$ cat config.mk
export PLATFORM = sky130hd
export DESIGN_NAME = cm_host_ctrl
export DESIGN_NICKNAME = d
export VERILOG_FILES = /design/src/rtl/cm_host_pkg.sv /design/src/rtl/cm_bus_decode.sv /design/src/rtl/cm_hold_regs.sv /design/src/rtl/cm_sweep.sv /design/src/rtl/cm_read_fmt.sv /design/src/rtl/cm_host_ctrl.sv
export SDC_FILE = /design/constraint.sdc
export NUM_CORES = 1
export LEC_CHECK = 0
export BUFFER_PORTS_ARGS = -buffer_cell sky130_fd_sc_hd__buf_2
export CORE_MARGIN = 2
export CORE_UTILIZATION = 46
export DETAILED_ROUTE_END_ITERATION = 12
export GPL_ROUTABILITY_DRIVEN = 1
export MAX_ROUTING_LAYER = met4
export PLACE_DENSITY_LB_ADDON = 0.15
export SETUP_SLACK_MARGIN = 0.02
export SYNTH_ARGS = -nofsm -noshare
export SYNTH_HDL_FRONTEND = slang
export SYNTH_SLANG_ARGS = --single-unit
$ cat constraint.sdc
create_clock -name clk_i -period 2.15 [get_ports clk_i]
set_clock_uncertainty 0.15 [all_clocks]
set_input_delay 0.3225 -clock clk_i [delete_from_list [all_inputs] [get_ports clk_i]]
set_output_delay 0.3225 -clock clk_i [all_outputs]
set_load 0.05 [all_outputs]
$ cat src/rtl/cm_host_pkg.sv
package cm_host_pkg;
  localparam int BUS_W     = 16;
  localparam int ENT_W     = 2 * BUS_W;
  localparam int VALID_BIT = ENT_W - 1;

  typedef enum logic [2:0] {
    ACC_NONE,
    ACC_LOAD,
    ACC_COMMIT,
    ACC_CLEAR,
    ACC_QUERY
  } acc_e;
endpackage

$ cat src/rtl/cm_bus_decode.sv
module cm_bus_decode
  import cm_host_pkg::*;
#(
  parameter int HA_W = 16
) (
  input  logic            wr_i,
  input  logic            rd_i,
  input  logic            word_i,
  input  logic [HA_W-1:0] addr_i,
  input  logic            busy_i,
  output acc_e            fire_o,
  output logic            ack_o
);
  logic upper;
  acc_e kind;

  assign upper = word_i ? addr_i[1] : (addr_i[1:0] == 2'b11);

  always_comb begin
    kind = ACC_NONE;
    if (wr_i) begin
      if (!upper)              kind = ACC_LOAD;
      else if (addr_i[HA_W-1]) kind = ACC_CLEAR;
      else                     kind = ACC_COMMIT;
    end else if (rd_i) begin
      kind = ACC_QUERY;
    end
  end

  // staging never touches memory, so it may proceed during a clear
  assign ack_o  = (kind == ACC_LOAD) || ((kind != ACC_NONE) && !busy_i);
  assign fire_o = ack_o ? kind : ACC_NONE;
endmodule

$ cat src/rtl/cm_hold_regs.sv
module cm_hold_regs
  import cm_host_pkg::*;
(
  input  logic             clk_i,
  input  logic             rst_ni,
  input  logic             load_i,
  input  logic             word_i,
  input  logic [1:0]       lane_i,
  input  logic [BUS_W-1:0] wdata_i,
  output logic [ENT_W-1:0] entry_o
);
  localparam int HOLD_BYTES = 3;

  logic [HOLD_BYTES-1:0][7:0] hold_q;

  for (genvar g = 0; g < HOLD_BYTES; g++) begin : g_hold
    if (g < 2) begin : g_shared
      always_ff @(posedge clk_i or negedge rst_ni) begin
        if (!rst_ni) hold_q[g] <= '0;
        else if (load_i) begin
          if (word_i)                  hold_q[g] <= wdata_i[8*g +: 8];
          else if (lane_i == 2'(g))    hold_q[g] <= wdata_i[7:0];
        end
      end
    end else begin : g_byte_only
      always_ff @(posedge clk_i or negedge rst_ni) begin
        if (!rst_ni) hold_q[g] <= '0;
        else if (load_i && !word_i && lane_i == 2'(g)) hold_q[g] <= wdata_i[7:0];
      end
    end
  end

  assign entry_o = word_i ? {wdata_i, hold_q[1], hold_q[0]}
                          : {wdata_i[7:0], hold_q[2], hold_q[1], hold_q[0]};
endmodule

$ cat src/rtl/cm_sweep.sv
module cm_sweep #(
  parameter int REGIONS = 4,
  parameter int IDX_W   = 11,
  localparam int REG_W  = $clog2(REGIONS),
  localparam int EA_W   = REG_W + IDX_W
) (
  input  logic               clk_i,
  input  logic               rst_ni,
  input  logic               start_i,
  input  logic [REGIONS-1:0] mask_i,
  output logic               busy_o,
  output logic [EA_W-1:0]    addr_o
);
  logic               busy_q;
  logic [REGIONS-1:0] mask_q;
  logic [REG_W-1:0]   reg_q, first_reg, next_reg;
  logic [IDX_W-1:0]   idx_q;
  logic               next_any;

  always_comb begin
    first_reg = '0;
    for (int r = REGIONS - 1; r >= 0; r--)
      if (mask_i[r]) first_reg = REG_W'(r);
  end

  always_comb begin
    next_reg = '0;
    next_any = 1'b0;
    for (int r = REGIONS - 1; r >= 0; r--)
      if (mask_q[r] && r > int'(reg_q)) begin
        next_reg = REG_W'(r);
        next_any = 1'b1;
      end
  end

  always_ff @(posedge clk_i or negedge rst_ni) begin
    if (!rst_ni) begin
      busy_q <= 1'b0;
      mask_q <= '0;
      reg_q  <= '0;
      idx_q  <= '0;
    end else if (!busy_q) begin
      if (start_i && |mask_i) begin
        busy_q <= 1'b1;
        mask_q <= mask_i;
        reg_q  <= first_reg;
        idx_q  <= '0;
      end
    end else if (&idx_q) begin
      idx_q <= '0;
      if (next_any) reg_q  <= next_reg;
      else          busy_q <= 1'b0;
    end else begin
      idx_q <= idx_q + 1'b1;
    end
  end

  assign busy_o = busy_q;
  assign addr_o = {reg_q, idx_q};
endmodule

$ cat src/rtl/cm_read_fmt.sv
module cm_read_fmt
  import cm_host_pkg::*;
(
  input  logic             clk_i,
  input  logic             rst_ni,
  input  logic             re_i,
  input  logic             word_i,
  input  logic [1:0]       lane_i,
  input  logic [ENT_W-1:0] cm_rdata_i,
  output logic [BUS_W-1:0] rdata_o,
  output logic             rvalid_o
);
  logic       rvalid_q, word_q;
  logic [1:0] lane_q;

  always_ff @(posedge clk_i or negedge rst_ni) begin
    if (!rst_ni) begin
      rvalid_q <= 1'b0;
      word_q   <= 1'b0;
      lane_q   <= '0;
    end else begin
      rvalid_q <= re_i;
      if (re_i) begin
        word_q <= word_i;
        lane_q <= lane_i;
      end
    end
  end

  always_comb begin
    rdata_o = '0;
    if (rvalid_q) begin
      if (word_q) rdata_o = lane_q[1] ? cm_rdata_i[ENT_W-1:BUS_W] : cm_rdata_i[BUS_W-1:0];
      else        rdata_o = {{(BUS_W-8){1'b0}}, cm_rdata_i[8*lane_q +: 8]};
    end
  end

  assign rvalid_o = rvalid_q;
endmodule

$ cat src/rtl/cm_host_ctrl.sv
module cm_host_ctrl
  import cm_host_pkg::*;
#(
  parameter int REGIONS  = 4,
  parameter int STREAMS  = 16,
  parameter int SLOTS    = 128,
  localparam int REG_W   = $clog2(REGIONS),
  localparam int IDX_W   = $clog2(STREAMS) + $clog2(SLOTS),
  localparam int EA_W    = REG_W + IDX_W,
  localparam int HA_W    = EA_W + 3
) (
  input  logic             clk_i,
  input  logic             rst_ni,
  input  logic             wr_i,
  input  logic             rd_i,
  input  logic             word_i,
  input  logic [HA_W-1:0]  addr_i,
  input  logic [BUS_W-1:0] wdata_i,
  output logic             ack_o,
  output logic [BUS_W-1:0] rdata_o,
  output logic             rvalid_o,
  output logic             busy_o,
  output logic [EA_W-1:0]  cm_addr_o,
  output logic             cm_we_o,
  output logic [ENT_W-1:0] cm_wmask_o,
  output logic [ENT_W-1:0] cm_wdata_o,
  output logic             cm_re_o,
  input  logic [ENT_W-1:0] cm_rdata_i
);
  localparam logic [ENT_W-1:0] VALID_MASK = ENT_W'(1) << VALID_BIT;

  acc_e             fire;
  logic             busy;
  logic [EA_W-1:0]  sweep_addr;
  logic [ENT_W-1:0] entry;

  cm_bus_decode #(.HA_W(HA_W)) u_dec (
    .wr_i   (wr_i),
    .rd_i   (rd_i),
    .word_i (word_i),
    .addr_i (addr_i),
    .busy_i (busy),
    .fire_o (fire),
    .ack_o  (ack_o)
  );

  cm_hold_regs u_hold (
    .clk_i   (clk_i),
    .rst_ni  (rst_ni),
    .load_i  (fire == ACC_LOAD),
    .word_i  (word_i),
    .lane_i  (addr_i[1:0]),
    .wdata_i (wdata_i),
    .entry_o (entry)
  );

  cm_sweep #(.REGIONS(REGIONS), .IDX_W(IDX_W)) u_sweep (
    .clk_i   (clk_i),
    .rst_ni  (rst_ni),
    .start_i (fire == ACC_CLEAR),
    .mask_i  (entry[REGIONS-1:0]),
    .busy_o  (busy),
    .addr_o  (sweep_addr)
  );

  cm_read_fmt u_rd (
    .clk_i      (clk_i),
    .rst_ni     (rst_ni),
    .re_i       (fire == ACC_QUERY),
    .word_i     (word_i),
    .lane_i     (addr_i[1:0]),
    .cm_rdata_i (cm_rdata_i),
    .rdata_o    (rdata_o),
    .rvalid_o   (rvalid_o)
  );

  // the sweep owns the memory port while busy; host commits are stalled then
  assign cm_we_o    = busy || (fire == ACC_COMMIT);
  assign cm_addr_o  = busy ? sweep_addr : addr_i[HA_W-2:2];
  assign cm_wmask_o = busy ? VALID_MASK : '1;
  assign cm_wdata_o = busy ? '0 : entry;
  assign cm_re_o    = (fire == ACC_QUERY);
  assign busy_o     = busy;
endmodule

==> results of run 1 <==
## cell usage in the layout, fill, tap and decap left out, types with 2 or more instances in the layout
master | Yosys | routed
sky130_fd_sc_hd__and4_4 | 2 | 2
sky130_fd_sc_hd__and3_1 | 2 | 2
sky130_fd_sc_hd__mux2_4 | 2 | 2
sky130_fd_sc_hd__a21oi_1 | 16 | 16
sky130_fd_sc_hd__nor2b_2 | 0 | 9
sky130_fd_sc_hd__and2_4 | 0 | 8
sky130_fd_sc_hd__buf_4 | 31 | 51
sky130_fd_sc_hd__nor2_2 | 0 | 18
sky130_fd_sc_hd__mux2i_1 | 24 | 24
sky130_fd_sc_hd__nand4_1 | 3 | 3
sky130_fd_sc_hd__mux4_2 | 8 | 8
sky130_fd_sc_hd__buf_2 | 8 | 126
sky130_fd_sc_hd__inv_1 | 6 | 6
sky130_fd_sc_hd__dfrtp_2 | 0 | 2
sky130_fd_sc_hd__nand3_1 | 6 | 6
sky130_fd_sc_hd__o21ai_0 | 14 | 13
sky130_fd_sc_hd__o22ai_1 | 2 | 2
sky130_fd_sc_hd__nor2b_1 | 19 | 10
sky130_fd_sc_hd__a31oi_1 | 4 | 4
sky130_fd_sc_hd__nor3_1 | 2 | 2
sky130_fd_sc_hd__buf_6 | 0 | 8
sky130_fd_sc_hd__mux2_1 | 4 | 4
sky130_fd_sc_hd__nor2_1 | 40 | 22
sky130_fd_sc_hd__a22o_1 | 2 | 2
sky130_fd_sc_hd__nand2_1 | 7 | 6
sky130_fd_sc_hd__clkbuf_8 | 0 | 6
sky130_fd_sc_hd__dfrtp_1 | 45 | 43
sky130_fd_sc_hd__mux2_2 | 30 | 30
## metrics by stage
stage          worst slack, ns  area, um^2
4_1_cts                -0.1061        4262
5_1_grt                -0.1779        4322
6_report              -0.09793        4322
3_3_place_gp            0.1544        3986
2_1_floorplan         -0.05861        3222
3_5_place_dp            0.1211        3986
## area by class of cell
| class | count | area share |
|---|---|---|
| clock inverters | 1 | 0.006948 |
| flip-flops and latches | 45 | 0.2611 |
| well taps | 80 | 0.02316 |
| clock buffers | 7 | 0.01998 |
| repair buffers | 189 | 0.2669 |
| multi-input cells | 218 | 0.4157 |
| inverters | 7 | 0.006080 |
## per-layer routing
metal,GRT usage,vias to the layer above,part of all wire
li1,-,1392,-
met1,0.2781,1353,0.43
met2,0.3517,109,0.49
met3,0.03905,11,0.059
met4,0.05824,0,0.017
met5,-,-,0
## state kept, by name (all words and copies together), names as in the netlist
register and cells:
u_hold.hold_q 24, u_sweep.idx_q 11, u_rd.lane_q 2, u_rd.rvalid_o 1
u_sweep.busy_o 1, u_rd.word_q 1, u_sweep.mask_q 3, u_sweep.reg_q 2
## cell families after synthesis
kind of cell	after synthesis	share of synthesized area
multiplexers	68	0.2655
AND/OR/NAND/NOR	95	0.1551
AO/OA/AOI/OAI	53	0.1112
other	1	0.001195
flip-flops	45	0.3589
buffers and inverters	53	0.1041
adder cells (fa/ha/maj)	1	0.003987
## power breakdown
group | internal, mW | total (mW) | switching (mW)
Sequential | 1.08 | 1.31 | 0.230
Combinational | 0.844 | 1.89 | 1.04
Clock | 0.379 | 0.663 | 0.284
## what timing repair did
item	CTS	global route
endpoints found under the setup margin	42	37
endpoints found under the hold margin	18	0
setup buffers	5	1
gates resized for setup	43	27
hold buffers	1	0
## final timing paths
kind / endpoint / slack [ns] / cells past startpoint
max: rdata_o[6] / -0.1 / 5
min: u_hold.hold_q[7] / 0.14 / 2
max reg2reg: u_sweep.reg_q[1] / 0.15 / 5
min reg2reg: u_hold.hold_q[7] / 0.33 / 1
max in group asynchronous: u_rd.lane_q[1] / 0.95 / 3
min in group asynchronous: u_sweep.idx_q[8] / 0.36 / 2
## critical path: stages (launching register included)
cell and delay (ns):
sky130_fd_sc_hd__dfrtp_1 0.39, sky130_fd_sc_hd__nor2b_1 0.11, sky130_fd_sc_hd__buf_4 0.16, sky130_fd_sc_hd__mux4_2 0.51, sky130_fd_sc_hd__and2_4 0.17, sky130_fd_sc_hd__buf_6 0.14
==> run summary, run 1 <==
In the synthesized netlist, the cells that appear most often are sky130_fd_sc_hd__dfrtp_1 (45), sky130_fd_sc_hd__nor2_1 (40), sky130_fd_sc_hd__buf_4 (31). The number of routed nets with antenna violations is 0. The clock edge transition at the registers on the reported setup and hold paths is 0.09 ns. The peak clock frequency supported by timing is around 440 MHz. The number of enable-type register cells in the synthesized netlist is 0. The static leakage power came out at roughly 2.2 nW. Dividing the final minimum period by the clock period gives 1.046.

After the flow finishes, the layout carries non-filler instances totaling roughly 550. CTS built an H-tree with a depth of 2. The async set-or-reset flop fraction in the synthesized netlist is 1.000. The classification of the worst setup path is flop to output pin. The maximum fanout count along the critical path came out at 4.

The run finished, with violations left. The number of global-route vias before repair is between 2000 and 3000. The most critical setup path has its startpoint at u_rd.word_q. The net count of the mapped netlist is between 300 and 400. STA puts the critical path data arrival time at 1.78 ns.

The worst hold slack after final layout is approximately 0.14 ns. By area the synthesized netlist is led by sky130_fd_sc_hd__dfrtp_1 (36%), sky130_fd_sc_hd__mux2_2 (11%), sky130_fd_sc_hd__mux2i_1 (7.7%). The setup TNS is -0.4073 ns. The placeable core region is between 6000 and 7000 um^2.

The commonest register cell after synthesis is sky130_fd_sc_hd__dfrtp_1. The clock tree root buffer cell is sky130_fd_sc_hd__clkbuf_8. The post-layout worst setup margin came out at -0.09793 ns. The floorplan step set the die height to 86.60 um. The biggest area contributor in the post-synthesis netlist is sky130_fd_sc_hd__dfrtp_1. After detailed routing, the average wire length per cell comes to between 15 and 20 um. The global-route wire length before repair is 12590 um.

By instance count, the leading cell after synthesis is sky130_fd_sc_hd__dfrtp_1. The mean post-synth cell area is ~9.9 um^2. The count of routing violations after the opening detailed-route iteration came out at around 140. The total count of max-transition violations in the final report was 0. The core occupancy in the finished layout came out at 0.6468. Across the VDD grid, the largest voltage drop is roughly 420 uV. The flip-flop and latch area came out at between 1000 and 1500 um^2. The startpoint type of the worst setup path is a flop.

The worst hold path class is input port to flop. The total of flip-flops plus latches after synthesis came out at 45. Setup repair after global routing could not meet its margin everywhere. The number of nets in the layout came out at roughly 540. The worst pin sits at a relative slew slack of 0.3148. The final reports fail on setup timing. The overall track demand over capacity in global routing came out at 0.2159. The placed instance count came out at 532.

The endpoint type of the worst setup path is an output pin. For this block, the routed nets add up to around 8300 um of wire. The latest clock arrival within the worst-skew pair is 0.30 ns. The max capacitance violation total came out at 0. The final estimated routing congestion in global placement came out at around 0.87. The areal power density over the cells came out at approximately 900 nW/um^2. The distinct cell type count of the synthesized netlist came out at 48.

The number of clock buffers inserted by TritonCTS came out at 5. Detailed placement ended at an HPWL of roughly 6300 um. The remaining global-route overflow came out at 0.

The TritonCTS clock tree is done. For the worst setup path, the data required time is ~1.7 ns. For the pin with the worst max-slew slack, the measured transition is between 1 and 1.5 ns. The final critical-path required period is ~2.2 ns. The area of the die came out at around 7500 um^2. The sequential share of the synthesized area came out at 0.3589. The synthesis-to-finish area growth came out at 37.72%. Measured along the x axis, the die boundary spans a little under 90 um.

The number of filler instances in the final layout is about 550. In the routed layout, each cell is associated on average with a via count of 5.238. The post-synth design cell area is 3138 um^2. In the synthesized netlist, the number of instances is approximately 320. After detailed routing, the number of remaining DRC violations is 0.

0 antenna diodes ended up in the layout. The initial antenna violation count was 0. The share of Yosys cell area claimed by the top area cell type came out at 0.3589.

The first detailed-routing pass took 4 iterations. Counting along the longest clock path gives a buffer depth of 2. The effective utilization at floorplan came out at 0.4697.

The Yosys step of the flow raised 0 warnings. The number of I/O pins is around 170. The startpoint identified for the worst hold timing path is wdata_i[7].

In the final layout, the multi-input gates occupy roughly 1800 um^2. Setup violations remaining at the end of the flow were counted as 8. The number of vias after detailed routing came out at 2865. The initialized floorplan defines 30 standard-cell rows. The total power of the final layout is 3.863 mW. The final count of hold timing violations came out at 0. In this run the critical register-to-register path is launched from u_sweep.idx_q[0]. The maximum number of pins on one net before global-route repair came out at 34. The clock net sink count came out at 45. The count of input and output buffers is about 170. In the final layout, the share of cells above drive strength 1 is 0.6167.
Note: power is estimated with default switching activity, not from simulation.
==> inputs of run 2 (changes only) <==
--- a/config.mk
+++ b/config.mk
@@ -11,8 +11,7 @@
 export DETAILED_ROUTE_END_ITERATION = 12
 export GPL_ROUTABILITY_DRIVEN = 1
 export MAX_ROUTING_LAYER = met4
-export PLACE_DENSITY_LB_ADDON = 0.15
-export SETUP_SLACK_MARGIN = 0.02
+export PLACE_DENSITY = 0.93
 export SYNTH_ARGS = -nofsm -noshare
 export SYNTH_HDL_FRONTEND = slang
 export SYNTH_SLANG_ARGS = --single-unit
==> run summary, run 2 (synthesis gave the netlist of run 1 again) <==
The routed length on met1 is 3337 um (-6.9%). The total count of max-transition violations in the final report is 0 (unchanged). The post-layout worst setup margin is -0.08631 ns (+0.01162 ns). The number of I/O pins came out at 167 (unchanged). The peak supply drop came out at 398.9 uV (-4.0%). The worst setup path is captured at an output pin. The number of routed nets with antenna violations came out at 0 (unchanged). The total half-perimeter wirelength after legalization and detailed placement was 6482 um (+2.3%). The clock net sink count was 45 (unchanged). The antenna diode count is 0 (unchanged). The die span in x is 86.60 um (unchanged). The top routing layer in use is met4. The flow ran to the end, but the final reports show violations. The initial antenna violation count came out at 0 (unchanged). The number of clock buffers inserted by TritonCTS is 5 (unchanged).

The number of filler instances in the final layout came out at 560 (+1.3%). The total met3 wirelength after detailed routing came out at 668 um (+35%). The global-route wire length before repair came out at 12920 um (+2.6%). The flop-to-flop setup slack came out at 0.17 ns (+0.02 ns).

Counting flops per register, the top entry is u_hold.hold_q. The cell sitting at the root of the clock tree is a sky130_fd_sc_hd__clkbuf_8. The die span in y is 86.60 um (unchanged).

Setup repair after global routing could not meet its margin everywhere. The final setup violation count is 4 (-4). The largest registers in the layout are u_hold.hold_q (24), u_sweep.idx_q (11), u_sweep.mask_q (3). The logic gate share of total power is 0.497 (+0.009). The maximum number of pins on one net before global-route repair came out at 46 (+35%). The synthesis-to-finish area growth came out at 34.33%. The number of nets in the layout is 535 (-0.19%).

The number of cell instances on the worst register-to-register path came out at 5 (unchanged). The remaining routing DRC violations came to 0 (unchanged). The total power of the final layout came to 3.721 mW (-3.7%). The effective utilization at floorplan came out at 0.4697 (unchanged). The overall track demand over capacity in global routing came out at 0.2237 (+0.007782). The routed wirelength normalized by instance count came out at 15.89 um (+4.4%). The share of the clock period used by the worst path came to 1.040 (-0.005403).

The post-detailed-route via-to-cell ratio was 5.440 (+3.9%). The placeable core region came out at 6681 um^2 (unchanged). Leaving out fill and tap cells, the most frequent cell in the layout is sky130_fd_sc_hd__buf_2. The number of vias after detailed routing was 2970 (+3.7%). The data required time at the worst endpoint is 1.68 ns (about the same). The total net switching power is 1.592 mW (+2.3%). The minimum setup slack after placement came out at 0.1645 ns (+0.04340 ns). The remaining global-route overflow is 0 (unchanged). The worst setup path is launched from a flop. The total wirelength of the detailed-routed design is 8676 um (+4.2%). The data arrival time at the worst-slack endpoint came out at 1.76 ns (-0.02 ns).

The count of routing violations after the opening detailed-route iteration came out at 149 (+8.8%). The final estimated routing congestion in global placement is 0.8300 (-4.1%). The number of global-route vias before repair is 2765 (+5.7%). The footprint of the multi-input gates came out at 1784 um^2 (-0.70%). The startpoint identified for the worst register-to-register timing path is u_sweep.idx_q[0]. The number of rows created at floorplan is 30 (unchanged). The worst hold path class is input port to flop.

Following the worst setup path forward leads to its endpoint at rdata_o[6]. The final count of hold timing violations came out at 0 (unchanged). The most critical setup path has its startpoint at u_rd.word_q.

The relative contribution of the clock network to total power came out at 0.140 (-0.032). The checks that failed: setup timing. The maximum fanout count along the critical path is 4 (unchanged). In the layout the commonest cells are sky130_fd_sc_hd__buf_2 (157), sky130_fd_sc_hd__dfrtp_1 (43), sky130_fd_sc_hd__mux2_2 (30). The critical path is of the flop to output pin type.

The share of layout cells above drive strength 1 is 0.6030 (-0.01370). The peak clock frequency supported by timing was 447.2 MHz (+0.52%). The clock edge transition at the registers on the reported setup and hold paths came out at 0.08 ns (about the same). The placed cell area is 3999 um^2 (+0.31%). The sequential fraction of design power was 0.363 (+0.023).

The areal power density over the cells is 882.6 nW/um^2 (-1.2%). The met2 wirelength from detailed routing is 4457 um (+8.6%). The number of flip-flops in the largest register is 24 (unchanged). The CTS H-tree depth came out at 2 (unchanged). The area of the die is 7499 um^2 (unchanged). The latest clock arrival within the worst-skew pair is 0.30 ns (about the same). The switching share of total power is 0.4279 (+0.02485). The final design area excluding fillers is 4215 um^2 (-2.5%). The number of iterations in the first detailed-routing pass came to 4 (unchanged). The maximum clock path buffer count came out at 2 (unchanged). In this run the critical register-to-register path is captured at u_sweep.reg_q[0]. The flip-flop and latch area is 1129 um^2 (unchanged).

TritonCTS built the clock tree. The setup TNS came out at -0.2863 ns (+0.1209 ns). The worst hold slack after final layout was 0.1536 ns (+0.01299 ns). The final critical-path required period was 2.236 ns (-0.01162 ns). The max capacitance violation total was 0 (unchanged).

The static leakage power is 2.192 nW (-0.58%). The slew at the pin closest to its max-slew limit came out at 0.5863 ns (-0.4378 ns). The tightest slew margin relative to the limit is 0.6092 (+0.2944). The cell internal power dissipation was 2.129 mW (-7.7%).

The count of input and output buffers came out at 165 (unchanged).
[run 2: cell types whose count changed in the layout (fill, tap and decap cells not counted)]
| cell | before | now |
|---|---|---|
| sky130_fd_sc_hd__buf_12 | 1 | 3 |
| sky130_fd_sc_hd__buf_2 | 126 | 157 |
| sky130_fd_sc_hd__buf_4 | 51 | 18 |
| sky130_fd_sc_hd__buf_6 | 8 | 9 |
| sky130_fd_sc_hd__buf_8 | 1 | 0 |
| sky130_fd_sc_hd__bufinv_16 | 1 | 0 |
| sky130_fd_sc_hd__clkbuf_1 | 1 | 2 |
| sky130_fd_sc_hd__clkbuf_2 | 1 | 0 |
| sky130_fd_sc_hd__clkbuf_8 | 6 | 5 |
| sky130_fd_sc_hd__clkinvlp_4 | 0 | 1 |
| sky130_fd_sc_hd__nor2b_1 | 10 | 15 |
| sky130_fd_sc_hd__nor2b_2 | 9 | 4 |
[run 2: stage by stage]
step	utilization	instances
floorplan	-	316
global placement	0.5985	532
detailed placement	0.5985	532
CTS	0.6232	544
global route	0.6309	546
finish	0.6309	546
[run 2: final cells by class]
cell class,instances,area share
Timing Repair Buffer,188,0.2591
Sequential cell,45,0.2677
Inverter,7,0.006233
Tap cell,80,0.02375
Multi-Input combinational cell,218,0.4233
Clock buffer,7,0.01811
Clock inverter,1,0.001781
[run 2: worst min-delay path by stage]
stage / from / end / slack (ns) / depth (start not counted)
floorplan: rst_ni / u_hold.hold_q[0] / -0.12 / 0
global placement: rst_ni / u_sweep.idx_q[6] / 0.29 / 2
detailed placement: rst_ni / u_sweep.idx_q[8] / 0.30 / 2
CTS: wdata_i[7] / u_hold.hold_q[7] / 0.15 / 2
global route: wdata_i[7] / u_hold.hold_q[7] / 0.15 / 2
finish: wdata_i[7] / u_hold.hold_q[7] / 0.15 / 2
[run 2: layer usage]
metal,track usage,vias to the layer above
met5,-,-
met4,0.08097,0
met3,0.05714,18
met2,0.3895,142
met1,0.2469,1422
li1,-,1388
[run 2: repair_timing]
item / in CTS / in global routing
setup buffers: 3 / 2
pin swaps: 0 / 0
endpoints found under the hold margin: 45 / 0
endpoints found under the setup margin: 10 / 12
hold buffers: 1 / 0
gates resized for setup: 17 / 14
[run 2: power by group through the flow]
stage / registers (mW) / logic [mW] / clock network [mW]
after detailed placement: 1.37 / 1.75 / 0
final: 1.35 / 1.85 / 0.519
after global routing: 1.39 / 1.98 / 0.566
after CTS: 1.34 / 1.83 / 0.529
after floorplan: 1.24 / 1.43 / 0
after global placement: 1.33 / 1.70 / 0
[run 2: critical path, stage by stage (launching register included)]
cell and delay (ns):
sky130_fd_sc_hd__dfrtp_1 0.38, sky130_fd_sc_hd__nor2b_1 0.11, sky130_fd_sc_hd__buf_4 0.15, sky130_fd_sc_hd__mux4_2 0.51, sky130_fd_sc_hd__and2_4 0.17, sky130_fd_sc_hd__buf_6 0.14
